File: src/rtl/psb_pkg.sv
`timescale 1ns/1ps
package psb_pkg;
    localparam int DATA_W = 64;
    localparam int CHK_W  = 8;
    localparam int MEM_W  = DATA_W + CHK_W;
    localparam int LANES  = DATA_W / 8;
    localparam int LANE_W = 9;
    localparam int BUS_W  = LANES * LANE_W;
    localparam int IDX_W  = $clog2(DATA_W);

    typedef logic [CHK_W-1:0]  chk_t;
    typedef logic [DATA_W-1:0] dword_t;

    // Odd-weight columns, lightest first, never a unit vector.
    function automatic logic [DATA_W-1:0][CHK_W-1:0] build_cols();
        logic [DATA_W-1:0][CHK_W-1:0] tbl;
        int n;
        tbl = '0;
        n   = 0;
        for (int w = 3; w <= CHK_W; w += 2) begin
            for (int v = 1; v < (1 << CHK_W); v++) begin
                if ($countones(CHK_W'(v)) == w && n < DATA_W) begin
                    tbl[n[IDX_W-1:0]] = CHK_W'(v);
                    n++;
                end
            end
        end
        return tbl;
    endfunction

    localparam logic [DATA_W-1:0][CHK_W-1:0] H_COLS = build_cols();

    // Data bits that feed check bit j.
    function automatic dword_t row_mask(int j);
        dword_t m;
        for (int i = 0; i < DATA_W; i++) begin
            m[i] = H_COLS[i][j];
        end
        return m;
    endfunction
endpackage

File: src/rtl/psb_encoder.sv
`timescale 1ns/1ps
module psb_encoder
    import psb_pkg::*;
(
    input  dword_t data,
    output chk_t   chk
);
    for (genvar j = 0; j < CHK_W; j++) begin : g_row
        localparam dword_t ROW = row_mask(j);
        assign chk[j] = ^(data & ROW);
    end
endmodule

File: src/rtl/psb_decoder.sv
`timescale 1ns/1ps
module psb_decoder
    import psb_pkg::*;
(
    input  logic [MEM_W-1:0] word,
    output dword_t           data_fix,
    output chk_t             syn,
    output logic             ce,
    output logic             ue
);
    chk_t   recalc;
    dword_t hit;
    logic   syn_nz;
    logic   chk_hit;

    psb_encoder u_enc (
        .data (word[DATA_W-1:0]),
        .chk  (recalc)
    );

    assign syn = recalc ^ word[MEM_W-1:DATA_W];

    for (genvar i = 0; i < DATA_W; i++) begin : g_col
        assign hit[i] = (syn == H_COLS[i]);
    end

    assign syn_nz   = |syn;
    assign chk_hit  = syn_nz && $onehot(syn);
    assign data_fix = word[DATA_W-1:0] ^ hit;
    assign ce       = (|hit) || chk_hit;
    assign ue       = syn_nz && !ce;
endmodule

File: src/rtl/psb_bus_unpack.sv
`timescale 1ns/1ps
module psb_bus_unpack
    import psb_pkg::*;
#(
    parameter bit ODD_PAR = 1'b1
) (
    input  logic [BUS_W-1:0] bus,
    output dword_t           data,
    output logic             par_err
);
    logic [LANES-1:0] lane_bad;

    for (genvar g = 0; g < LANES; g++) begin : g_lane
        assign data[8*g +: 8] = bus[LANE_W*g +: 8];
        assign lane_bad[g]    = (^bus[LANE_W*g +: LANE_W]) != ODD_PAR;
    end

    assign par_err = |lane_bad;
endmodule

File: src/rtl/psb_bus_pack.sv
`timescale 1ns/1ps
module psb_bus_pack
    import psb_pkg::*;
#(
    parameter bit ODD_PAR = 1'b1
) (
    input  dword_t           data,
    output logic [BUS_W-1:0] bus
);
    for (genvar g = 0; g < LANES; g++) begin : g_lane
        assign bus[LANE_W*g +: 8]  = data[8*g +: 8];
        assign bus[LANE_W*g + 8]   = (^data[8*g +: 8]) ^ ODD_PAR;
    end
endmodule

File: src/rtl/psb_bridge.sv
`timescale 1ns/1ps
module psb_bridge
    import psb_pkg::*;
#(
    parameter bit ODD_PAR = 1'b1
) (
    input  logic             clk,
    input  logic             rst_n,
    input  logic [BUS_W-1:0] st_bus_data,
    output logic [MEM_W-1:0] st_mem_word,
    output logic             st_par_err,
    input  logic             fe_en,
    input  logic [MEM_W-1:0] fe_mem_word,
    output logic             fe_valid,
    output logic [BUS_W-1:0] fe_bus_data,
    output logic             fe_ce,
    output logic             fe_ue,
    output logic [CHK_W-1:0] fe_syndrome
);
    // ---------------- store path ----------------
    dword_t st_data;
    chk_t   st_chk;

    psb_bus_unpack #(.ODD_PAR(ODD_PAR)) u_st_unpack (
        .bus     (st_bus_data),
        .data    (st_data),
        .par_err (st_par_err)
    );

    psb_encoder u_st_enc (
        .data (st_data),
        .chk  (st_chk)
    );

    assign st_mem_word = {st_chk, st_data};

    // ---------------- fetch path ----------------
    dword_t           fx_data;
    chk_t             fx_syn;
    logic             fx_ce;
    logic             fx_ue;
    logic [BUS_W-1:0] fx_bus;

    psb_decoder u_dec (
        .word     (fe_mem_word),
        .data_fix (fx_data),
        .syn      (fx_syn),
        .ce       (fx_ce),
        .ue       (fx_ue)
    );

    psb_bus_pack #(.ODD_PAR(ODD_PAR)) u_fe_pack (
        .data (fx_data),
        .bus  (fx_bus)
    );

    always_ff @(posedge clk or negedge rst_n) begin
        if (!rst_n) begin
            fe_valid    <= 1'b0;
            fe_ce       <= 1'b0;
            fe_ue       <= 1'b0;
            fe_syndrome <= '0;
            fe_bus_data <= '0;
        end else begin
            fe_valid <= fe_en;
            fe_ce    <= fe_en && fx_ce;
            fe_ue    <= fe_en && fx_ue;
            if (fe_en) begin
                fe_syndrome <= fx_syn;
                fe_bus_data <= fx_bus;
            end
        end
    end

    // ---------------- assertions ----------------
    logic [LANES-1:0] out_lane_ok;
    for (genvar g = 0; g < LANES; g++) begin : g_chk_lane
        assign out_lane_ok[g] = (^fe_bus_data[LANE_W*g +: LANE_W]) == ODD_PAR;
    end


    fetch_valid_chk: assert property (@(posedge clk) disable iff (!rst_n)
        fe_en |=> fe_valid);

    fetch_idle_chk: assert property (@(posedge clk) disable iff (!rst_n)
        !fe_en |=> !fe_valid);

    flags_idle_chk: assert property (@(posedge clk) disable iff (!rst_n)
        !fe_valid |-> (!fe_ce && !fe_ue));

    no_dual_flag_chk: assert property (@(posedge clk) disable iff (!rst_n)
        !(fe_ce && fe_ue));

    ce_odd_syn_chk: assert property (@(posedge clk) disable iff (!rst_n)
        fe_ce |-> (^fe_syndrome));

    ue_syn_chk: assert property (@(posedge clk) disable iff (!rst_n)
        fe_ue |-> (fe_syndrome != '0));

    clean_flags_chk: assert property (@(posedge clk) disable iff (!rst_n)
        (fe_valid && fe_syndrome == '0) |-> (!fe_ce && !fe_ue));

    out_parity_chk: assert property (@(posedge clk) disable iff (!rst_n)
        fe_valid |-> (&out_lane_ok));
endmodule

File: config.mk
export PLATFORM = sky130hd
export DESIGN_NAME = psb_bridge
export DESIGN_NICKNAME = d
export VERILOG_FILES = /design/src/rtl/psb_pkg.sv /design/src/rtl/psb_encoder.sv /design/src/rtl/psb_decoder.sv /design/src/rtl/psb_bus_unpack.sv /design/src/rtl/psb_bus_pack.sv /design/src/rtl/psb_bridge.sv
export SDC_FILE = /design/constraint.sdc
export NUM_CORES = 1
export LEC_CHECK = 0
export BUFFER_PORTS_ARGS = -buffer_cell sky130_fd_sc_hd__buf_2
export CORE_MARGIN = 2
export CORE_UTILIZATION = 47
export DETAILED_ROUTE_END_ITERATION = 10
export MAX_ROUTING_LAYER = met4
export PLACE_DENSITY_LB_ADDON = 0.08
export SLEW_MARGIN = 10
export SYNTH_ARGS = -nofsm -noshare
export SYNTH_HDL_FRONTEND = slang
export SYNTH_SLANG_ARGS = --single-unit
File: constraint.sdc
create_clock -name clk -period 1.15 [get_ports clk]
set_input_delay 0.0575 -clock clk [delete_from_list [all_inputs] [get_ports clk]]
set_output_delay 0.0575 -clock clk [all_outputs]
set_load 0.02 [all_outputs]
==> flow_summary.yaml, run 1 <==
cts:
  clock_sinks: 83
  cts_tree: "done"
  numCtsBuffers: 9
  cts_buffer_depth: 2
  cts_root_buf: "clkbuf_16"
  clk_latency_ns: 0.38
  clk_pin_slew_ns: 0.06
  htree_num_levels: 3
worst_setup_path:
  critPathLaunchType: "input pin"
  r2r_start: "fe_bus_data[29]"
  crit_fanout: 3
  arrival_ns: 5.06
  critPathKind: "in2reg"
  crit_path_start: "fe_mem_word[55]"
  cp.required_ns: 1.40
  end_kind: "flip-flop"
sta:
  maxSlewHeadroom_pct: 42.7
  setup_slack_ns: -3.66
  min_period_ns: 4.81
  hold_ws_ns: 0.000887
  fin_worst_skew_ns: 0
  worst_pin_slew_ns: 0.857
  grt_setup_unrepaired: "true"
  setup_viol: 93
  fin_crit_sh_pct: 418
  hold_viol: 0
  drv_slew: 0
  fmax_ghz: 0.208
final_layout:
  fin_nets: 1746
  drive_above_1_share_pct: 65.5
  final_cell_count_no_fill: 1824
  syn_to_final_growth_pct: 92.7
yosys:
  async_flop_share_pct: 100
  syn_area_um2: 8800
  synthTopCellsByArea: "xnor2_1 32%, dfrtp_1 24%, xor2_1 8.3%"
  synth-seq-cells: 83
  synth.avg_cell_area_um2: 8.45
  synth.most_common_cell: "xnor2_1"
  synth_edf_count: 0
  synthFlopType: "dfrtp_1"
  yosysSeqAreaShare_pct: 23.6
  postSynthCellCount: 1042
  synth_nets: 1210
  yosys.area.top_type: "xnor2_1"
  synth_cell_types: 53
  ys_warn_count: 0
  synth_common_cells: "325 x xnor2_1, 122 x nor2_1, 83 x dfrtp_1, 83 x xor2_1, 81 x a21oi_1"
  synth_top_area_share_pct: 32.3
grt:
  grt_pass1_vias: 10000
  grt_pass1_wl_mm: 57.8
  overflow: 0
  grt_max_degree: 63
  track_usage_pct: 39.6
  antenna_found_initial: 3
min_path:
  hold_start: "fe_mem_word[58]"
  hold_path_class: "in2reg"
floorplanning:
  die-height_um: 141
  core-area_um2: 18500
  start_util_pct: 47.5
  die_w_um: 141
  rows: 50
  die-area_um2: 19800
  ioPinCount: 303
drt:
  vias: 11700
  drt_wl_total_mm: 56.0
  drt-pass1-iter-count: 8
  routedWlPerCell_um: 30.7
  ant_nets: 0
  first_iter_violations: 1715
  drc: 0
  viasPerCell: 6.43
outcome:
  violations: "setup timing"
  run_status: "complete, but fails checks"
place:
  dpl_worst_slack_ns: -3.23
  port_buffers: 302
  gp_routability_congestion: 0.950
  dpl.cell_count: 1734
  dp_hpwl_mm: 26.1
power:
  total_power_mw: 65.3
  max-vdd-ir-drop_mv: 3.06
  p_leak_nw: 7.42
  powerDensity_nw_per_um2: 3850
job:
  drv_cap: 0
-- logic make-up after synthesis --
group           after synthesis  share of synthesized area (%)
xor+xnor                    414                           42.0
mux                          11                           1.54
buf+inv                     134                           8.50
simple gates                244                           11.9
compound gates              135                           9.11
flops                        83                           23.6
fa+ha+maj                    21                           3.33
-- sequential cells by signal, summed over array words and instances (netlist names) --
name	count
fe_ue	1
fe_ce	1
fe_bus_data	72
fe_syndrome	8
fe_valid	1
-- critical path, stage by stage --
cell and delay, ns:
buf_2 0.11, xor2_1 0.69, xnor2_1 0.32, xnor2_1 0.32, xnor2_1 0.21, xnor2_1 0.11
buf_4 0.18, ha_4 0.18, fa_1 0.64, fa_1 0.49, ha_2 0.22, fa_1 0.50
nor4b_2 0.46, a22o_1 0.27, nor4_4 0.06, and3_1 0.23
-- cells in the final DEF (no fill, tap or decap), types with 14 or more instances in the layout --
| cell type | Yosys | layout |
|---|---|---|
| a21oi_2 | 0 | 21 |
| buf_12 | 0 | 29 |
| a21oi_1 | 81 | 60 |
| nor2_1 | 122 | 82 |
| xor2_1 | 83 | 45 |
| xor2_2 | 0 | 25 |
| xnor2_1 | 325 | 157 |
| buf_4 | 64 | 240 |
| o21ai_0 | 18 | 14 |
| nor2_4 | 0 | 34 |
| nand2_1 | 59 | 26 |
| buf_8 | 0 | 20 |
| buf_2 | 4 | 254 |
| xnor2_2 | 2 | 136 |
| dfrtp_1 | 83 | 83 |
| buf_6 | 0 | 95 |
| xnor2_4 | 0 | 34 |
-- final timing paths --
path                                   end  slack (ns)  cells past startpoint
setup / recovery                     fe_ue       -3.66                     16
hold / removal             fe_bus_data[65]      0.0009                      3
setup reg to reg           fe_bus_data[29]       -0.21                      2
hold reg to reg             fe_syndrome[5]        0.52                      1
max in group asynchronous   fe_bus_data[2]        0.58                      3
min in group asynchronous  fe_bus_data[48]        0.05                      2
-- cell type report --
| class | count | area, µm² |
|---|---|---|
| diodes | 7 | 17.5 |
| clock buffers | 10 | 229 |
| clock inverters | 6 | 41.3 |
| fillers | 601 | 1560 |
| inverters | 17 | 71.3 |
| multi-input cells | 825 | 9150 |
| flip-flops and latches | 83 | 2080 |
| well taps | 234 | 293 |
| repair buffers | 642 | 5080 |
-- per-stage QoR --
stage	setup TNS [ns]	instance area, µm²	utilization (%)
final	-162.40	17000	91.6
after detailed placement	-160.96	13200	71.1
after CTS	-111.92	15700	84.9
after floorplan	-97.42	10200	-
after global routing	-164.31	17000	91.6
after global placement	-162.68	13200	71.1
-- report_power, final --
part | leakage [nW] | switching (mW) | internal, mW
Combinational | 6.36 | 32.1 | 26.1
Sequential | 0.933 | 0.543 | 3.57
Clock | 0.125 | 1.58 | 1.47
-- what timing repair did --
action,CTS,global route
gates cloned,1,0
gates resized for setup,376,190
endpoints found under the hold margin,84,0
setup buffers,43,47
hold buffers,2,0
pin swaps,143,111
endpoints found under the setup margin,91,91
-- metal layers --
metal | GRT usage [%] | vias to the layer above | wire [µm]
met4 | 21.3 | 0 | 7110
met1 | 45.6 | 5389 | 17200
met3 | 8.02 | 637 | 7900
li1 | - | 4373 | -
met5 | - | - | 0
met2 | 65.3 | 1322 | 23700
Power figures use the tool's default switching activity.
==> run 2, diff against run 1 <==
Settings changed: CORE_UTILIZATION 47 to 40.
==> run 2 against run 1 <==
Against the previous run:
- the flow still finishes with violations (setup timing)
- flip-flop and latch count stayed put
- first-iteration DRC count is 63% lower
- clock skew stayed put
- clock power is 25% higher
- sequential power is 4% lower
- final area is 0.19% lower
- global-route usage is 8.4 points lower
- critical path type unchanged
- largest power group unchanged
==> flow_summary.yaml, run 2 (synthesis gave the netlist of run 1 again) <==
outcome:
  run_status: "complete, but fails checks"
  violations: "setup timing"
grt:
  busiest_layer: "met2"
  overflow: 0
  track_usage_pct: 31.2
  grt_pass1_wl_mm: 54.4
  met2_usage_pct: 52.0
  antenna_found_initial: 1
  grtUsageMet1_pct: 39.6
  grt_max_degree: 84
  grt_pass1_vias: 9468
  use_met3_pct: 4.27
final_layout:
  fillerInstances: 1365
  reg.largest.list: "fe_bus_data (72), fe_syndrome (8)"
  final_cell_count_no_fill: 1871
  syn_to_final_growth_pct: 92.4
  final_common_cell: "buf_4"
  layout_common_cells: "257 x buf_4, 252 x buf_2, 172 x xnor2_1"
  fin_nets: 1753
  largest_register_ffs: 72
  drive_above_1_share_pct: 63.8
  regMostFlops: "fe_bus_data"
cts:
  clock_sinks: 83
  cts_root_buf: "clkbuf_16"
  numCtsBuffers: 9
  clk_pin_slew_ns: 0.07
  htree_num_levels: 3
  clk_latency_ns: 0.37
  cts_tree: "done"
  cts_buffer_depth: 2
sta:
  fin_crit_sh_pct: 333
  hold_ws_ns: 0.0203
  drv_slew: 0
  hold_viol: 0
  grt_setup_unrepaired: "true"
  fin_worst_skew_ns: 0
  worst_pin_slew_ns: 0.514
  min_period_ns: 3.83
  maxSlewHeadroom_pct: 65.4
  fmax_ghz: 0.261
  setup_slack_ns: -2.68
  setup_viol: 91
  fin_setup_tns_ns: -126.14
power:
  max-vdd-ir-drop_mv: 2.75
  powerDensity_nw_per_um2: 3620
  p_leak_nw: 7.42
drt:
  vias: 9509
  routedWlPerCell_um: 20.5
  first_iter_violations: 629
  drc: 0
  drt_wl_total_mm: 38.4
  ant_nets: 0
  viasPerCell: 5.08
  drt-pass1-iter-count: 7
floorplanning:
  ioPinCount: 303
  start_util_pct: 40.6
  die_w_um: 152
  core-area_um2: 21700
  die-area_um2: 23200
  die-height_um: 152
  rows: 54
worst_setup_path:
  end_kind: "flip-flop"
  arrival_ns: 4.08
  crit_path_start: "fe_mem_word[24]"
  critPathLaunchType: "input pin"
  critPathKind: "in2reg"
  crit_fanout: 2
  cp.required_ns: 1.41
  r2r_start: "fe_syndrome[0]"
place:
  dpl_worst_slack_ns: -3.12
  dp_hpwl_mm: 27.3
  port_buffers: 302
  dpl.cell_count: 1790
  gp_routability_congestion: 0.907
min_path:
  hold_path_class: "in2reg"
  hold_start: "fe_mem_word[33]"
job:
  drv_cap: 0
run 2: final timing paths:
| path | end | slack, ns | depth (start not counted) |
|---|---|---|---|
| worst max-delay path | fe_ue | -2.68 | 16 |
| max in group asynchronous | fe_bus_data[2] | 0.50 | 3 |
| worst min register to register | fe_bus_data[19] | 0.51 | 2 |
| min in group asynchronous | fe_bus_data[57] | 0.28 | 3 |
| worst min-delay path | fe_bus_data[37] | 0.02 | 3 |
| worst max register to register | fe_syndrome[0] | 0.37 | 1 |
run 2: per-stage QoR:
| step | cell area (µm²) | total power, mW | util, % |
|---|---|---|---|
| 2_1_floorplan | 10200 | 28.7 | - |
| 3_3_place_gp | 13300 | 42.0 | 61.5 |
| 3_5_place_dp | 13300 | 42.2 | 61.5 |
| 4_1_cts | 15500 | 54.1 | 71.3 |
| 5_1_grt | 16900 | 63.5 | 78.1 |
| 6_report | 16900 | 61.2 | 78.1 |
run 2: power by group:
group	total (mW)	switching (mW)	internal, mW
sequential	3.95	0.377	3.57
clock	3.81	1.45	2.36
combinational	53.5	27.1	26.4
run 2: worst max-delay path, cell delays in order:
cell,delay [ns]
buf_2,0.13
xnor2_1,0.29
xnor2_1,0.21
xnor3_2,0.43
xor2_1,0.23
nand2_1,0.11
buf_6,0.14
mux2i_4,0.17
fa_1,0.48
fa_1,0.49
ha_2,0.20
fa_1,0.45
nor4b_2,0.24
a22o_1,0.21
nor4_4,0.05
and3_1,0.20
run 2: layout make-up:
cell class | instances | area (µm²) | area share (%)
multi-input combinational | 825 | 8970 | 53.0
antenna | 1 | 2.50 | 0.0148
clock inverter | 6 | 136 | 0.806
tap | 280 | 350 | 2.07
sequential | 83 | 2080 | 12.3
timing repair buffer | 649 | 5090 | 30.1
inverter | 17 | 68.8 | 0.407
clock buffer | 10 | 229 | 1.35
run 2: metal layers:
metal	vias to the layer above	wire, µm
li1	4373	-
met1	4644	15500
met2	412	19500
met3	80	2110
met4	0	1260
met5	-	0
run 2: timing repair:
action,CTS,global route
pin swaps,128,157
endpoints found under the hold margin,83,0
resized for setup,268,253
setup endpoints to repair,91,91
gates cloned,1,0
hold buffers,1,0
setup buffers,44,47
==> run 3, diff against run 2 <==
Settings changed: ABC_AREA set to 1.
==> run 3 against run 2 <==
Against the previous run:
- the flow still finishes with violations (setup timing)
- count of clock-buffer cells in the layout shrank 1
- register-to-register slack got worse by 0.10 ns
- wire length rose by 11%
- largest power group unchanged
- synthesized cell count increased by 37%
- flip-flop and latch count unchanged
==> flow_summary.yaml, run 3 <==
outcome:
  run_status: "complete, but fails checks"
  violations: "setup timing"
worst_setup_path:
  crit_buf_inv: 4
  regToRegSetupSlack_ns: 0.27
  slowest_stage: "fa_1"
  regToRegEndpoint: "fe_bus_data[8]"
  slowest_delay_ns: 0.55
  crit_top_cell: "xor2_1"
  path_cells: "buf_2 > xnor2_2 > buf_4 > xor2_1 > xor2_1 > xor2_1 > xor2_1 > inv_1 > ha_4 > fa_1 > fa_1 > ha_2 > fa_1 > nor3_2 > nand3_1 > nand2_1 > nor2_2 > nand3_2 > nand2_1 > inv_1"
  critPathLaunchType: "input pin"
  cp.required_ns: 1.45
  crit_path_start: "fe_mem_word[46]"
  critPathTopFamily: "adder cells"
  reg2reg_depth: 3
  r2r_start: "fe_bus_data[8]"
  crit_fanout: 3
  arrival_ns: 4.25
  end_kind: "flip-flop"
  critPathKind: "in2reg"
drt:
  routedWlPerCell_um: 17.5
  vias: 12100
  ant_nets: 0
  drc: 0
  first_iter_violations: 792
  drt-pass1-iter-count: 5
  viasPerCell: 4.97
  drt_wl_total_mm: 42.7
power:
  powerDensity_nw_per_um2: 2310
  p_leak_nw: 9.56
  max-vdd-ir-drop_mv: 2.53
  total_power_mw: 43.5
  p_sw_mw: 21.1
  p_comb_share_pct: 83.3
  p_int_mw: 22.4
  seq_power_share_pct: 8.7
  swShare_pct: 48.5
  p_clk_share_pct: 8.0
final_layout:
  regArea_um2: 2080
  largest_register_ffs: 72
  layout_common_cells: "379 x nand2_1, 340 x buf_4, 262 x buf_2"
  final_common_cell: "nand2_1"
  syn_to_final_growth_pct: 88.4
  drive_above_1_share_pct: 56.0
  regMostFlops: "fe_bus_data"
  final_util_pct: 77.0
  fillerInstances: 1698
  multi_input_area_um2: 9630
  reg.largest.list: "fe_bus_data (72), fe_syndrome (8)"
  stdcell_area_um2: 18800
  final_cell_count_no_fill: 2435
  fin_nets: 2275
cts:
  clk_pin_slew_ns: 0.07
  clk_latency_ns: 0.36
  clock_sinks: 83
  htree_num_levels: 3
  cts_buffer_depth: 2
  cts_tree: "done"
  cts_root_buf: "clkbuf_16"
  numCtsBuffers: 9
yosys:
  synth.avg_cell_area_um2: 7.03
  synth_nets: 1591
  ys_warn_count: 0
  synth_fa_ha_area_share_pct: 2.93
  synthFlopType: "dfrtp_1"
  synthTopCellsByArea: "dfrtp_1 21%, nand2_1 17%, xor2_1 16%"
  synth_compound_area_share_pct: 3.60
  yosysSeqAreaShare_pct: 20.8
  synth-seq-cells: 83
  synth.most_common_cell: "nand2_1"
  muxShareOfSynthArea_pct: 0
  yosys.area.top_type: "dfrtp_1"
  synth_edf_count: 0
  synth-xor-area-share_pct: 32.0
  synth_top_family_by_area: "XOR/XNOR gates"
  synth_simple_gate_area_share_pct: 29.8
  syn_area_um2: 10000
  synth_cell_types: 42
  postSynthCellCount: 1423
  synth_common_cells: "463 x nand2_1, 184 x xor2_1, 170 x xnor2_1, 111 x inv_1, 94 x nand3_1"
  async_flop_share_pct: 100
  synth_top_area_share_pct: 20.8
sta:
  fin_crit_sh_pct: 343
  min_period_ns: 3.94
  worst_pin_slew_ns: 0.728
  drv_slew: 0
  hold_viol: 0
  setup_slack_ns: -2.79
  grt_setup_unrepaired: "true"
  setup_viol: 91
  maxSlewHeadroom_pct: 50.2
  fmax_ghz: 0.254
  fin_worst_skew_ns: 0
grt:
  track_usage_pct: 30.5
  grt_pass1_vias: 11500
  grt_max_degree: 77
  grt_pass1_wl_mm: 60.6
  antenna_found_initial: 1
  overflow: 0
floorplanning:
  ioPinCount: 303
  start_util_pct: 40.9
  die-height_um: 162
  rows: 57
  die-area_um2: 26300
  core-area_um2: 24500
  die_w_um: 162
place:
  gp_routability_congestion: 0.937
  dpl_worst_slack_ns: -2.98
  placed_area_um2: 14800
  port_buffers: 302
  dpl.cell_count: 2330
  dp_hpwl_mm: 30.6
min_path:
  hold_path_class: "in2async"
job:
  drv_cap: 0
## run 3: cell types whose count changed in the layout (fill, tap and decap cells not counted), moves of 63 or more
cell / before / now
xnor2_1: 172 / 104
xnor2_2: 126 / 41
buf_4: 257 / 340
nand2_1: 26 / 379
nor2_1: 86 / 15
xor2_1: 44 / 119
nand3_1: 8 / 71
a21oi_1: 72 / 0
inv_1: 11 / 82
## run 3: area by class of cell
class | instances | area share (%)
flip-flops and latches | 83 | 11.0
diodes | 1 | 0.0133
clock buffers | 9 | 1.20
clock inverters | 5 | 0.551
well taps | 324 | 2.15
inverters | 119 | 2.82
multi-input cells | 1131 | 51.1
repair buffers | 763 | 31.1
## run 3: timing repair
| action | 4_1_cts | 5_1_grt |
|---|---|---|
| setup endpoints to repair | 91 | 91 |
| hold buffers | 1 | 0 |
| cloned | 3 | 0 |
| resized for setup | 368 | 321 |
| hold endpoints to repair | 83 | 0 |
| setup buffers | 61 | 59 |
| pin swaps | 124 | 166 |
## run 3: worst register-to-register path: cells and delay by family (launching register included)
family / cells / cell delay, ns
simple gates: 3 / 0.38
flops: 1 / 0.39
## run 3: through the flow
| stage | hold WS [ns] | setup TNS, ns |
|---|---|---|
| after floorplan | -0.238 | -88.69 |
| after global placement | -0.0915 | -156.52 |
| after detailed placement | -0.0920 | -159.10 |
| after CTS | 0.0691 | -115.37 |
| after global routing | 0.0800 | -138.79 |
| final | 0.0631 | -130.47 |
## run 3: worst max-delay path by stage
stage	endpoint	depth (start not counted)	slack, ns
after floorplan	fe_ce	19	-2.49
after global placement	fe_ce	20	-2.93
after detailed placement	fe_ce	20	-2.98
after CTS	fe_ce	20	-2.53
after global routing	fe_ce	20	-2.87
final	fe_ce	20	-2.79
## run 3: cells by family after synthesis
family,after synthesis
buf+inv,211
xor+xnor,359
flops,83
fa+ha+maj,21
simple gates,680
compound gates,69
## run 3: metal layers
layer  routed length [µm]  share of wire, %  track usage [%]  up-vias
li1                     -                 -                -     5710
met1                15900                37             35.4     5752
met2                22300                52             55.5      500
met3                 2710               6.4             3.83      129
met4                 1730               4.1             7.96        0
met5                    0                 0                -        -
## run 3: power by group through the flow
stage,sequential (mW),clock (mW),combinational [mW]
after global placement,3.82,0,22.4
final,3.79,3.49,36.2
after global routing,3.85,3.59,37.9
after CTS,3.79,3.49,30.2
after floorplan,4.47,0,12.8
after detailed placement,3.83,0,22.4
